**src/rtl/irq_swap_pkg.sv**
```systemverilog
package irq_swap_pkg;
  localparam int NCLS     = 6;
  localparam int IDXW     = 3;
  localparam int CLS_MCHK = 0;
  localparam int CLS_PGM  = 1;
  localparam int CLS_SVC  = 2;
  localparam int CLS_EXT  = 3;
  localparam int CLS_IO   = 4;
  localparam int CLS_RST  = 5;

  typedef enum logic [1:0] {
    SQ_IDLE,
    SQ_OLD,
    SQ_CODE,
    SQ_NEW
  } sq_state_e;
endpackage

```
**src/rtl/irq_class_pick.sv**
```systemverilog
module irq_class_pick #(
  parameter int NCLS    = 6,
  parameter int IDXW    = 3,
  parameter int RST_IDX = 5
) (
  input  logic [NCLS-1:0] req,
  input  logic            run,
  output logic            hit,
  output logic [IDXW-1:0] idx,
  output logic [NCLS-1:0] grant
);
  logic [NCLS-1:0] elig;
  logic [NCLS-1:0] rst_mask;

  assign rst_mask = NCLS'(1) << RST_IDX;

  always_comb begin
    elig = run ? req : (req & rst_mask);
    hit  = 1'b0;
    idx  = '0;
    for (int i = NCLS - 1; i >= 0; i--) begin
      if (elig[i]) begin
        hit = 1'b1;
        idx = IDXW'(i);
      end
    end
    grant = hit ? (NCLS'(1) << idx) : '0;
  end
endmodule

```
**src/rtl/irq_slot_map.sv**
```systemverilog
module irq_slot_map #(
  parameter int NCLS      = 6,
  parameter int IDXW      = 3,
  parameter int MAW       = 12,
  parameter int OLD_BASE  = 32,
  parameter int NEW_BASE  = 96,
  parameter int CODE_BASE = 160,
  parameter int STRIDE    = 8
) (
  input  logic [IDXW-1:0] idx,
  output logic [MAW-1:0]  old_addr,
  output logic [MAW-1:0]  new_addr,
  output logic [MAW-1:0]  code_addr
);
  logic [MAW-1:0] old_tab  [NCLS];
  logic [MAW-1:0] new_tab  [NCLS];
  logic [MAW-1:0] code_tab [NCLS];

  for (genvar g = 0; g < NCLS; g++) begin : g_slot
    assign old_tab[g]  = MAW'(OLD_BASE + g * STRIDE);
    assign new_tab[g]  = MAW'(NEW_BASE + g * STRIDE);
    assign code_tab[g] = MAW'(CODE_BASE + g * STRIDE);
  end

  always_comb begin
    old_addr  = old_tab[0];
    new_addr  = new_tab[0];
    code_addr = code_tab[0];
    for (int i = 0; i < NCLS; i++) begin
      if (idx == IDXW'(i)) begin
        old_addr  = old_tab[i];
        new_addr  = new_tab[i];
        code_addr = code_tab[i];
      end
    end
  end
endmodule

```
**src/rtl/irq_old_psw_fmt.sv**
```systemverilog
module irq_old_psw_fmt #(
  parameter int CTLW    = 38,
  parameter int AW      = 24,
  parameter int IDXW    = 3,
  parameter int PGM_IDX = 1,
  parameter int SVC_IDX = 2
) (
  input  logic [CTLW-1:0]      ctl,
  input  logic [AW-1:0]        ia,
  input  logic [1:0]           ilen,
  input  logic                 refetch,
  input  logic [IDXW-1:0]      idx,
  output logic [CTLW+2+AW-1:0] word
);
  logic           is_pgm;
  logic           is_svc;
  logic [1:0]     ilc;
  logic [AW-1:0]  back_bytes;
  logic [AW-1:0]  addr;

  assign is_pgm     = (idx == IDXW'(PGM_IDX));
  assign is_svc     = (idx == IDXW'(SVC_IDX));
  assign ilc        = (is_pgm || is_svc) ? ilen : 2'b00;
  assign back_bytes = AW'({ilen, 1'b0});
  assign addr       = (is_pgm && refetch) ? (ia - back_bytes) : ia;
  assign word       = {ctl, ilc, addr};
endmodule

```
**src/rtl/irq_swap_seq.sv**
```systemverilog
module irq_swap_seq
  import irq_swap_pkg::*;
#(
  parameter int CW        = 16,
  parameter int AW        = 24,
  parameter int CTLW      = 38,
  parameter int MAW       = 12,
  parameter int OLD_BASE  = 32,
  parameter int NEW_BASE  = 96,
  parameter int CODE_BASE = 160,
  parameter int STRIDE    = 8,
  localparam int DW       = CTLW + 2 + AW
) (
  input  logic               clk,
  input  logic               rst_n,
  input  logic [NCLS-1:0]    req_i,
  input  logic [NCLS*CW-1:0] cause_i,
  input  logic               run_i,
  input  logic [CTLW-1:0]    ctl_i,
  input  logic [AW-1:0]      ia_i,
  input  logic [1:0]         ilen_i,
  input  logic               refetch_i,
  output logic [NCLS-1:0]    ack_o,
  output logic               busy_o,
  output logic               mem_valid_o,
  output logic               mem_write_o,
  output logic [MAW-1:0]     mem_addr_o,
  output logic [DW-1:0]      mem_wdata_o,
  input  logic               mem_ready_i,
  input  logic [DW-1:0]      mem_rdata_i,
  output logic [DW-1:0]      psw_o,
  output logic               psw_load_o,
  output logic               go_run_o
);
  // reset: asserted at once, released on a clock edge
  logic [1:0] rsync_q;
  logic       rst_ni;

  always_ff @(posedge clk or negedge rst_n) begin
    if (!rst_n) rsync_q <= 2'b00;
    else        rsync_q <= {rsync_q[0], 1'b1};
  end
  assign rst_ni = rsync_q[1];

  // class selection
  logic            pick_hit;
  logic [IDXW-1:0] pick_idx;
  logic [NCLS-1:0] pick_grant;

  irq_class_pick #(.NCLS(NCLS), .IDXW(IDXW), .RST_IDX(CLS_RST)) u_pick (
    .req   (req_i),
    .run   (run_i),
    .hit   (pick_hit),
    .idx   (pick_idx),
    .grant (pick_grant)
  );

  // old PSW image built from live inputs, captured on accept
  logic [DW-1:0] old_img;

  irq_old_psw_fmt #(
    .CTLW(CTLW), .AW(AW), .IDXW(IDXW), .PGM_IDX(CLS_PGM), .SVC_IDX(CLS_SVC)
  ) u_fmt (
    .ctl     (ctl_i),
    .ia      (ia_i),
    .ilen    (ilen_i),
    .refetch (refetch_i),
    .idx     (pick_idx),
    .word    (old_img)
  );

  // state
  sq_state_e       state_q, state_d;
  logic [IDXW-1:0] cls_q;
  logic [CW-1:0]   cause_q;
  logic [DW-1:0]   old_q;
  logic            wake_q;
  logic [NCLS-1:0] ack_q, ack_d;
  logic            load_q, load_d;
  logic            go_q, go_d;
  logic [DW-1:0]   psw_q;
  logic            cap_en;
  logic            fin_en;

  // slot addresses of the captured class
  logic [MAW-1:0] old_addr, new_addr, code_addr;

  irq_slot_map #(
    .NCLS(NCLS), .IDXW(IDXW), .MAW(MAW), .OLD_BASE(OLD_BASE),
    .NEW_BASE(NEW_BASE), .CODE_BASE(CODE_BASE), .STRIDE(STRIDE)
  ) u_map (
    .idx       (cls_q),
    .old_addr  (old_addr),
    .new_addr  (new_addr),
    .code_addr (code_addr)
  );

  assign cap_en = (state_q == SQ_IDLE) && pick_hit;
  assign fin_en = (state_q == SQ_NEW) && mem_ready_i;

  always_comb begin
    state_d = state_q;
    ack_d   = '0;
    load_d  = 1'b0;
    go_d    = 1'b0;
    case (state_q)
      SQ_IDLE: begin
        if (pick_hit) begin
          state_d = SQ_OLD;
          ack_d   = pick_grant;
        end
      end
      SQ_OLD:  if (mem_ready_i) state_d = SQ_CODE;
      SQ_CODE: if (mem_ready_i) state_d = SQ_NEW;
      SQ_NEW: begin
        if (mem_ready_i) begin
          state_d = SQ_IDLE;
          load_d  = 1'b1;
          go_d    = wake_q;
        end
      end
      default: state_d = SQ_IDLE;
    endcase
  end

  always_ff @(posedge clk or negedge rst_ni) begin
    if (!rst_ni) begin
      state_q <= SQ_IDLE;
      ack_q   <= '0;
      load_q  <= 1'b0;
      go_q    <= 1'b0;
    end else begin
      state_q <= state_d;
      ack_q   <= ack_d;
      load_q  <= load_d;
      go_q    <= go_d;
    end
  end

  always_ff @(posedge clk or negedge rst_ni) begin
    if (!rst_ni) begin
      cls_q   <= '0;
      cause_q <= '0;
      old_q   <= '0;
      wake_q  <= 1'b0;
    end else if (cap_en) begin
      cls_q   <= pick_idx;
      cause_q <= cause_i[pick_idx*CW +: CW];
      old_q   <= old_img;
      wake_q  <= (pick_idx == IDXW'(CLS_RST)) && !run_i;
    end
  end

  always_ff @(posedge clk or negedge rst_ni) begin
    if (!rst_ni)     psw_q <= '0;
    else if (fin_en) psw_q <= mem_rdata_i;
  end

  // memory port
  always_comb begin
    mem_valid_o = 1'b0;
    mem_write_o = 1'b0;
    mem_addr_o  = '0;
    mem_wdata_o = '0;
    case (state_q)
      SQ_OLD: begin
        mem_valid_o = 1'b1;
        mem_write_o = 1'b1;
        mem_addr_o  = old_addr;
        mem_wdata_o = old_q;
      end
      SQ_CODE: begin
        mem_valid_o = 1'b1;
        mem_write_o = 1'b1;
        mem_addr_o  = code_addr;
        mem_wdata_o = {{(DW-CW){1'b0}}, cause_q};
      end
      SQ_NEW: begin
        mem_valid_o = 1'b1;
        mem_addr_o  = new_addr;
      end
      default: ;
    endcase
  end

  assign busy_o     = (state_q != SQ_IDLE);
  assign ack_o      = ack_q;
  assign psw_load_o = load_q;
  assign go_run_o   = go_q;
  assign psw_o      = psw_q;

  // checks
  a_r1_ack_onehot: assert property (@(posedge clk) disable iff (!rst_ni)
    $onehot0(ack_o));

  a_r2_stopped_only_restart: assert property (@(posedge clk) disable iff (!rst_ni)
    ((ack_o != '0) && !$past(run_i)) |-> ack_o[CLS_RST]);

  a_r3_hold_on_stall: assert property (@(posedge clk) disable iff (!rst_ni)
    (mem_valid_o && !mem_ready_i) |=> (mem_valid_o && $stable(mem_addr_o)
      && $stable(mem_write_o) && $stable(mem_wdata_o)));

  a_r9_load_after_read: assert property (@(posedge clk) disable iff (!rst_ni)
    (mem_valid_o && mem_ready_i && !mem_write_o) |=> (psw_load_o && !busy_o
      && (psw_o == $past(mem_rdata_i))));

  a_r9_load_single: assert property (@(posedge clk) disable iff (!rst_ni)
    psw_load_o |=> !psw_load_o);

  a_r10_valid_busy: assert property (@(posedge clk) disable iff (!rst_ni)
    mem_valid_o |-> busy_o);

  a_r10_no_ack_busy: assert property (@(posedge clk) disable iff (!rst_ni)
    busy_o |=> ((ack_o == '0) || $rose(busy_o)));

  a_r11_go_with_load: assert property (@(posedge clk) disable iff (!rst_ni)
    go_run_o |-> psw_load_o);
endmodule

```
**config.mk**
```make
export PLATFORM = sky130hd
export DESIGN_NAME = irq_swap_seq
export DESIGN_NICKNAME = d
export VERILOG_FILES = /design/src/rtl/irq_swap_pkg.sv /design/src/rtl/irq_class_pick.sv /design/src/rtl/irq_slot_map.sv /design/src/rtl/irq_old_psw_fmt.sv /design/src/rtl/irq_swap_seq.sv
export SDC_FILE = /design/constraint.sdc
export NUM_CORES = 1
export LEC_CHECK = 0
export BUFFER_PORTS_ARGS = -buffer_cell sky130_fd_sc_hd__buf_2
export CAP_MARGIN = 10
export CORE_AREA = 2 2 148 150
export CTS_BUF_LIST = sky130_fd_sc_hd__clkbuf_4 sky130_fd_sc_hd__clkbuf_8
export DETAILED_ROUTE_END_ITERATION = 7
export DIE_AREA = 0 0 150 152
export GPL_ROUTABILITY_DRIVEN = 0
export PLACE_DENSITY_LB_ADDON = 0.1
export SKIP_LAST_GASP = 1
export SLEW_MARGIN = 20
export SYNTH_ARGS = -nofsm -noshare
export SYNTH_HDL_FRONTEND = slang
export SYNTH_SLANG_ARGS = --single-unit
export TNS_END_PERCENT = 50
```
**constraint.sdc**
```tcl
create_clock -name clk -period 9.2 [get_ports clk]
set_input_delay 0.92 -clock clk [delete_from_list [all_inputs] [get_ports clk]]
set_output_delay 0.92 -clock clk [all_outputs]
set_load 0.03 [all_outputs]
```
# Yosys cells after proc, flatten, opt, wreduce, memory -nomap -nowiden
# Cells that the tools add are included.
[totals]
regBits = 160
latchBits = 0
mem_bits_rw = 0
rom_bits = 0
inputBits = 235
out_inout_bits = 151
elab_cells = 84
mem_count = 0
[classes]
addsub = 1
mul = 0
n_div = 0
magnitude_cmp = 0
n_eq_ne = 15
n_shift = 2
n_mux = 45
n_bitwise = 0
reduce_logical = 11
[ops]
columns = ["cell", "count"]
rows = [
  ["case mux 64 bit (2 select lines)", 1],
  ["variable part select 96 x 8 -> 16 bit", 1],
  ["case mux 12 bit (3 select lines)", 1],
  ["2-to-1 mux 5 bit", 7],
  ["2-to-1 mux 7 bit", 4],
  ["2-to-1 mux 24 bit", 1],
  ["subtractor 24 x 3 -> 24 bit", 1],
  ["2-to-1 mux 3 bit", 6],
  ["2-to-1 mux 8 bit", 2],
  ["2-to-1 mux 1 bit", 12],
  ["2-to-1 mux 4 bit", 3],
  ["2-to-1 mux 6 bit", 2],
  ["2-to-1 mux 2 bit", 5],
  ["== test 3 x 2 -> 1 bit, second input constant", 3],
  ["== test 3 bit, second input constant", 3],
  ["inequality test 2 bit, second input constant", 4],
  ["case mux 2 bit (4 select lines)", 1],
  ["== test 3 x 1 -> 1 bit, second input constant", 2],
  ["<< shifter 1 x 3 -> 6 bit, first input constant", 1],
  ["== test 2 bit, second input constant", 2],
  ["logical AND 1 bit", 4],
  ["AND reduction 4 bit", 1],
  ["OR reduction 3 bit", 1],
  ["== test 2 x 1 -> 1 bit, second input constant", 1],
  ["other kinds (5)", 5],
]

# Logic depth before layout (Yosys ltp)
[depth]
ltp_word = 9
ltp_mapped = 9
ltp_nobuf = 9

# Hierarchy
# From an unflattened synthesis, not the netlist that was laid out.
[hier_totals]
hier_cells = 854
area_unflattened_um2 = 8738.4
[modules_own_cells]
columns = ["mod", "n_inst", "cells_per_inst", "area_per_inst_um2"]
rows = [
  ["irq_swap_seq", 1, 680, 7442.1],
  ["irq_old_psw_fmt", 1, 113, 858.3],
  ["irq_slot_map", 1, 38, 276.5],
  ["irq_class_pick", 1, 23, 161.4],
]

# Worst setup path before layout
# No wires, ideal clock.
[synth_timing]
path_type = "reg-to-output"
from = "reg state_q[0]"
to = "out mem_wdata_o[0]"
arrival_time_ns = 2.020
setup_slack_ns = 6.260
path_stages_with_launch = 7
path_buffers = 2
path_cell_list = "dfrtp_1 -> inv_1 -> ha_1 -> and2_1 -> clkbuf_1 -> clkbuf_1 -> a22o_1"
[synth_between]
elab_chain_cells = 2
word_cells_on_any_way = 3
classes_between = "eq/ne: 2; mux: 1"
[synth_rtl]
columns = ["item", "line_no", "text"]
rows = [
  ["start: declaration", "irq_swap_seq.sv:73", "sq_state_e state_q, state_d;"],
  ["start signal: assignment", "irq_swap_seq.sv:133", "state_q <= state_d;"],
  ["== test 2 bit / == test 2 x 1 -> 1 bit (equally long branches)", "irq_swap_seq.sv:165", "case (state_q)"],
  ["case mux 64 bit (2 select lines) *", "irq_swap_seq.sv:165", ""],
  ["end: declaration", "irq_swap_seq.sv:28", "output logic [DW-1:0] mem_wdata_o,"],
]
# Every way passes the cells marked *; elsewhere a longest branch is shown, timed or not.

# Worst setup path after layout
[layout_timing]
from = "reg state_q[0]"
to = "out mem_wdata_o[9]"
# Same word-level chain as after synthesis.

==> results.md <==
- Die height: around 150 um
- Crit Path Category: reg2out
- HP Class: in2async
- Seq/Total Area, Yosys: 49.7%
- Core Rows: 54
- Max Slew Vio Count: 0
- Post-DP Area: 10100 sq um
- Largest area contributor in the netlist: dfrtp_1
- CTS buffer count: 17
- Vias in the first global route: 6984
- Mapped Area: 8060 sq um
- Horiz. Die Dim: 150 um
- Simple-gate portion of the synthesized area: a little under a fifth
- Share of post-route cells with drive strength above 1: 44.1%
- # setup viols final: 0
- First-pass GRT wire length: 39.0 mm
- Combinational power share: 52.3%
- Largest net degree at the start of global routing: between 80 and 90
- Residual DRC: 0
- Syn_area_per_cell: between 10 and 15 sq um
- Mux cell area share after synthesis: 11.1%
- Synth top area share: 49.7%
- Ports: roughly 390
- Number of antenna violations at the first check in global routing: 5
- Max Root-Sink Buffers: 2
- RSZ-0062 raised after global routing: false
- Area Overhead vs Synth: 31.5%
- Detailed-route via count: 7350
- Synth Area in XOR/XNOR: 0.109%
- CP Buf/Inv Count: 3
- Cell Int Power: 0.00187 W
- Layout Nets: 1380
- H-tree depth: 4
- Total core area: around 21000 sq um
- Synth cell types: 60
- Die area: 22800 sq um
- CTS tree: yes
- Synth Area in Compound Gates: 14.3%
- CP Launch Type: flip-flop
- TritonCTS Sinks: 160
- Ys flop type: dfrtp_1
- Clock slew at reported path FFs: 0.11 ns
- # Post-CTS Setup Buffers: 0
- Commonest non-fill, non-tap cell in the layout: buf_2
- Fill cells: roughly 2100
- Critical Path AT: 2.88 ns
- Area contributors post-synth: dfrtp_1 (50%), mux2_2 (8.9%), nand2_1 (6.7%)
- Vias per cell: 5.13
- Tcrit/Tclk final: 41.3%
- Area occupied by multi-input gates: between 3000 and 4000 sq um
- Sw Pwr: 0.00175 W
- Switching Share: between 40% and 50%
- Clock Skew: 0.0200 ns
- Design Area, Final: 10600 sq um
- Max-Cap Viols: 0
- Tot GR Track Use: 22.1%
- Clock Latency Late Sink: 0.46 ns
- Detail Route Antenna Nets: 0
- YS warnings: 0
- Critical path's top delay family: buffers and inverters
- Post-CTS sizing: 0
- Crit. End Element: primary output
- Max Fanout on Critical Path: 52
- Post-CTS Hold Buffers: 0
- Count of flip-flops with a built-in enable after synthesis: 0
- TNS Setup: 0 ns
- Worst path cell trace: inv_1 > ha_1 > buf_4 > and2_1 > a22o_1 > buf_2
- Port Buffers: around 380
- Main combinational cell family by area after synthesis: simple AND/OR/NAND/NOR gates
- CP required: around 8.3 ns
- Detailed-placement wirelength estimate: 19.1 mm
- Routed WL: ~26 mm
- Area share of fa/ha/maj cells after synthesis: 1.34%
- Clock power frac: 14.4%
- Slowest cell on crit path: and2_1
- P_leak: 5.49 nW
- Syn Inst Count: 786
- Initial Utilization: 37.7%
- WL per Instance: 18.2 um
- Flop pwr share: 33.3%
- Clk root buf: clkbuf_8
- Register Area: 4010 sq um
- Measured slew at the worst slew-check pin: 0.998 ns
- Most frequent cells in the layout: buf_2 (378), dfrtp_1 (159), nand2_1 (144)
- Maximum vdd ir drop: 185 uV
- Drt pass-1 iters: 5
- Total grt overflow: 0
- Worst path max stage delay: 0.65 ns
- Fmax: about 260 MHz
- Async S/R FF share, synth: 100%
- Final worst path period need: approximately 3.8 ns
- Final Hold Viols: 0
- Synthesized flop and latch total: 160
- Starting DRT DRC Count: 476
- Max_slew headroom: roughly a third
- Cell Pwr Density: 342 nW/um^2
- Status: completed
-- state kept, by name, indices dropped and copies added (netlist names) --
signal / cells
ack_o: 6
psw_load_o: 1
state_q: 2
cause_q: 16
old_q: 64
psw_o: 64
wake_q: 1
go_run_o: 1
rsync_q: 2
cls_q: 3
-- power groups by stage --
| stage | logic [W] | clock network [W] | registers (W) |
|---|---|---|---|
| 2_1_floorplan | 0.00104 | 0 | 0.00149 |
| 3_3_place_gp | 0.00188 | 0 | 0.00122 |
| 3_5_place_dp | 0.00189 | 0 | 0.00123 |
| 4_1_cts | 0.00190 | 0.000541 | 0.00121 |
| 5_1_grt | 0.00205 | 0.000569 | 0.00124 |
| 6_report | 0.00189 | 0.000520 | 0.00120 |
-- routing by layer --
layer / vias up / routed length [um] / share of wire [%] / GRT usage [%]
met3: 28 / 1660 / 6.4 / 4.77
met1: 3525 / 10800 / 41 / 27.6
met2: 251 / 13200 / 51 / 38.0
met5: - / 13 / 0.050 / 0
met4: 2 / 430 / 1.7 / 6.56
li1: 3544 / - / - / -
-- kinds of logic (layout without fill, tap and decap cells) --
family / count (synthesis) / after routing
compound gates: 149 / 149
xor+xnor: 1 / 1
fa+ha+maj: 8 / 8
buf+inv: 74 / 432
flops: 160 / 160
mux: 81 / 81
other cells: 2 / 12
simple gates: 311 / 311
-- synthesized netlist by cell type, drive strengths merged, types with 2 or more instances --
cell / count
a222oi: 16
mux2i: 17
or3: 6
o31ai: 5
nand3b: 2
o211ai: 22
nor2: 34
mux2: 64
a21o: 2
a22o: 17
or4: 7
inv: 9
a41oi: 2
dfrtp: 160
a21boi: 16
o21ai: 28
nand4b: 5
nand3: 5
a21oi: 7
nor2b: 3
nand4: 4
ha: 7
nor4: 7
a211o: 4
nor3: 11
nand2: 147
and3: 70
and2: 7
a31oi: 14
buf: 35
clkbuf: 30
conb: 2
o41ai: 5
a211oi: 3
-- per-stage QoR --
| step | power (W) | utilization [%] | hold WS (ns) | std cells | setup WS [ns] |
|---|---|---|---|---|---|
| floorplan | 0.00253 | - | 0.331 | 792 | 4.41 |
| finish | 0.00362 | 49.6 | 0.213 | 1434 | 5.40 |
| CTS | 0.00365 | 49.3 | 0.181 | 1428 | 5.37 |
| global route | 0.00386 | 49.6 | 0.181 | 1433 | 5.22 |
| global placement | 0.00309 | 47.4 | 0.338 | 1396 | 5.80 |
| detailed placement | 0.00312 | 47.4 | 0.338 | 1396 | 5.78 |
-- final timing paths --
kind / from / end / slack [ns] / cells after the start
max: state_q[0] / mem_wdata_o[9] / 5.40 / 6
min: rst_n / rsync_q[1] / 0.21 / 1
max reg2reg: state_q[0] / old_q[20] / 6.04 / 8
min reg2reg: rsync_q[1] / psw_o[27] / 0.24 / 0
max in group asynchronous: rsync_q[1] / cls_q[0] / 7.51 / 2
min in group clk: rsync_q[0] / rsync_q[1] / 0.36 / 0
-- cell type report --
class	instances	share of cell area [%]
Clock buffer	17	2.21
Multi-Input combinational cell	558	35.5
Timing Repair Buffer	391	19.2
Clock inverter	15	1.54
Inverter	9	0.319
Antenna cell	4	0.0945
Tap cell	280	3.31
Sequential cell	160	37.8
(Power assumes the default switching activity.)
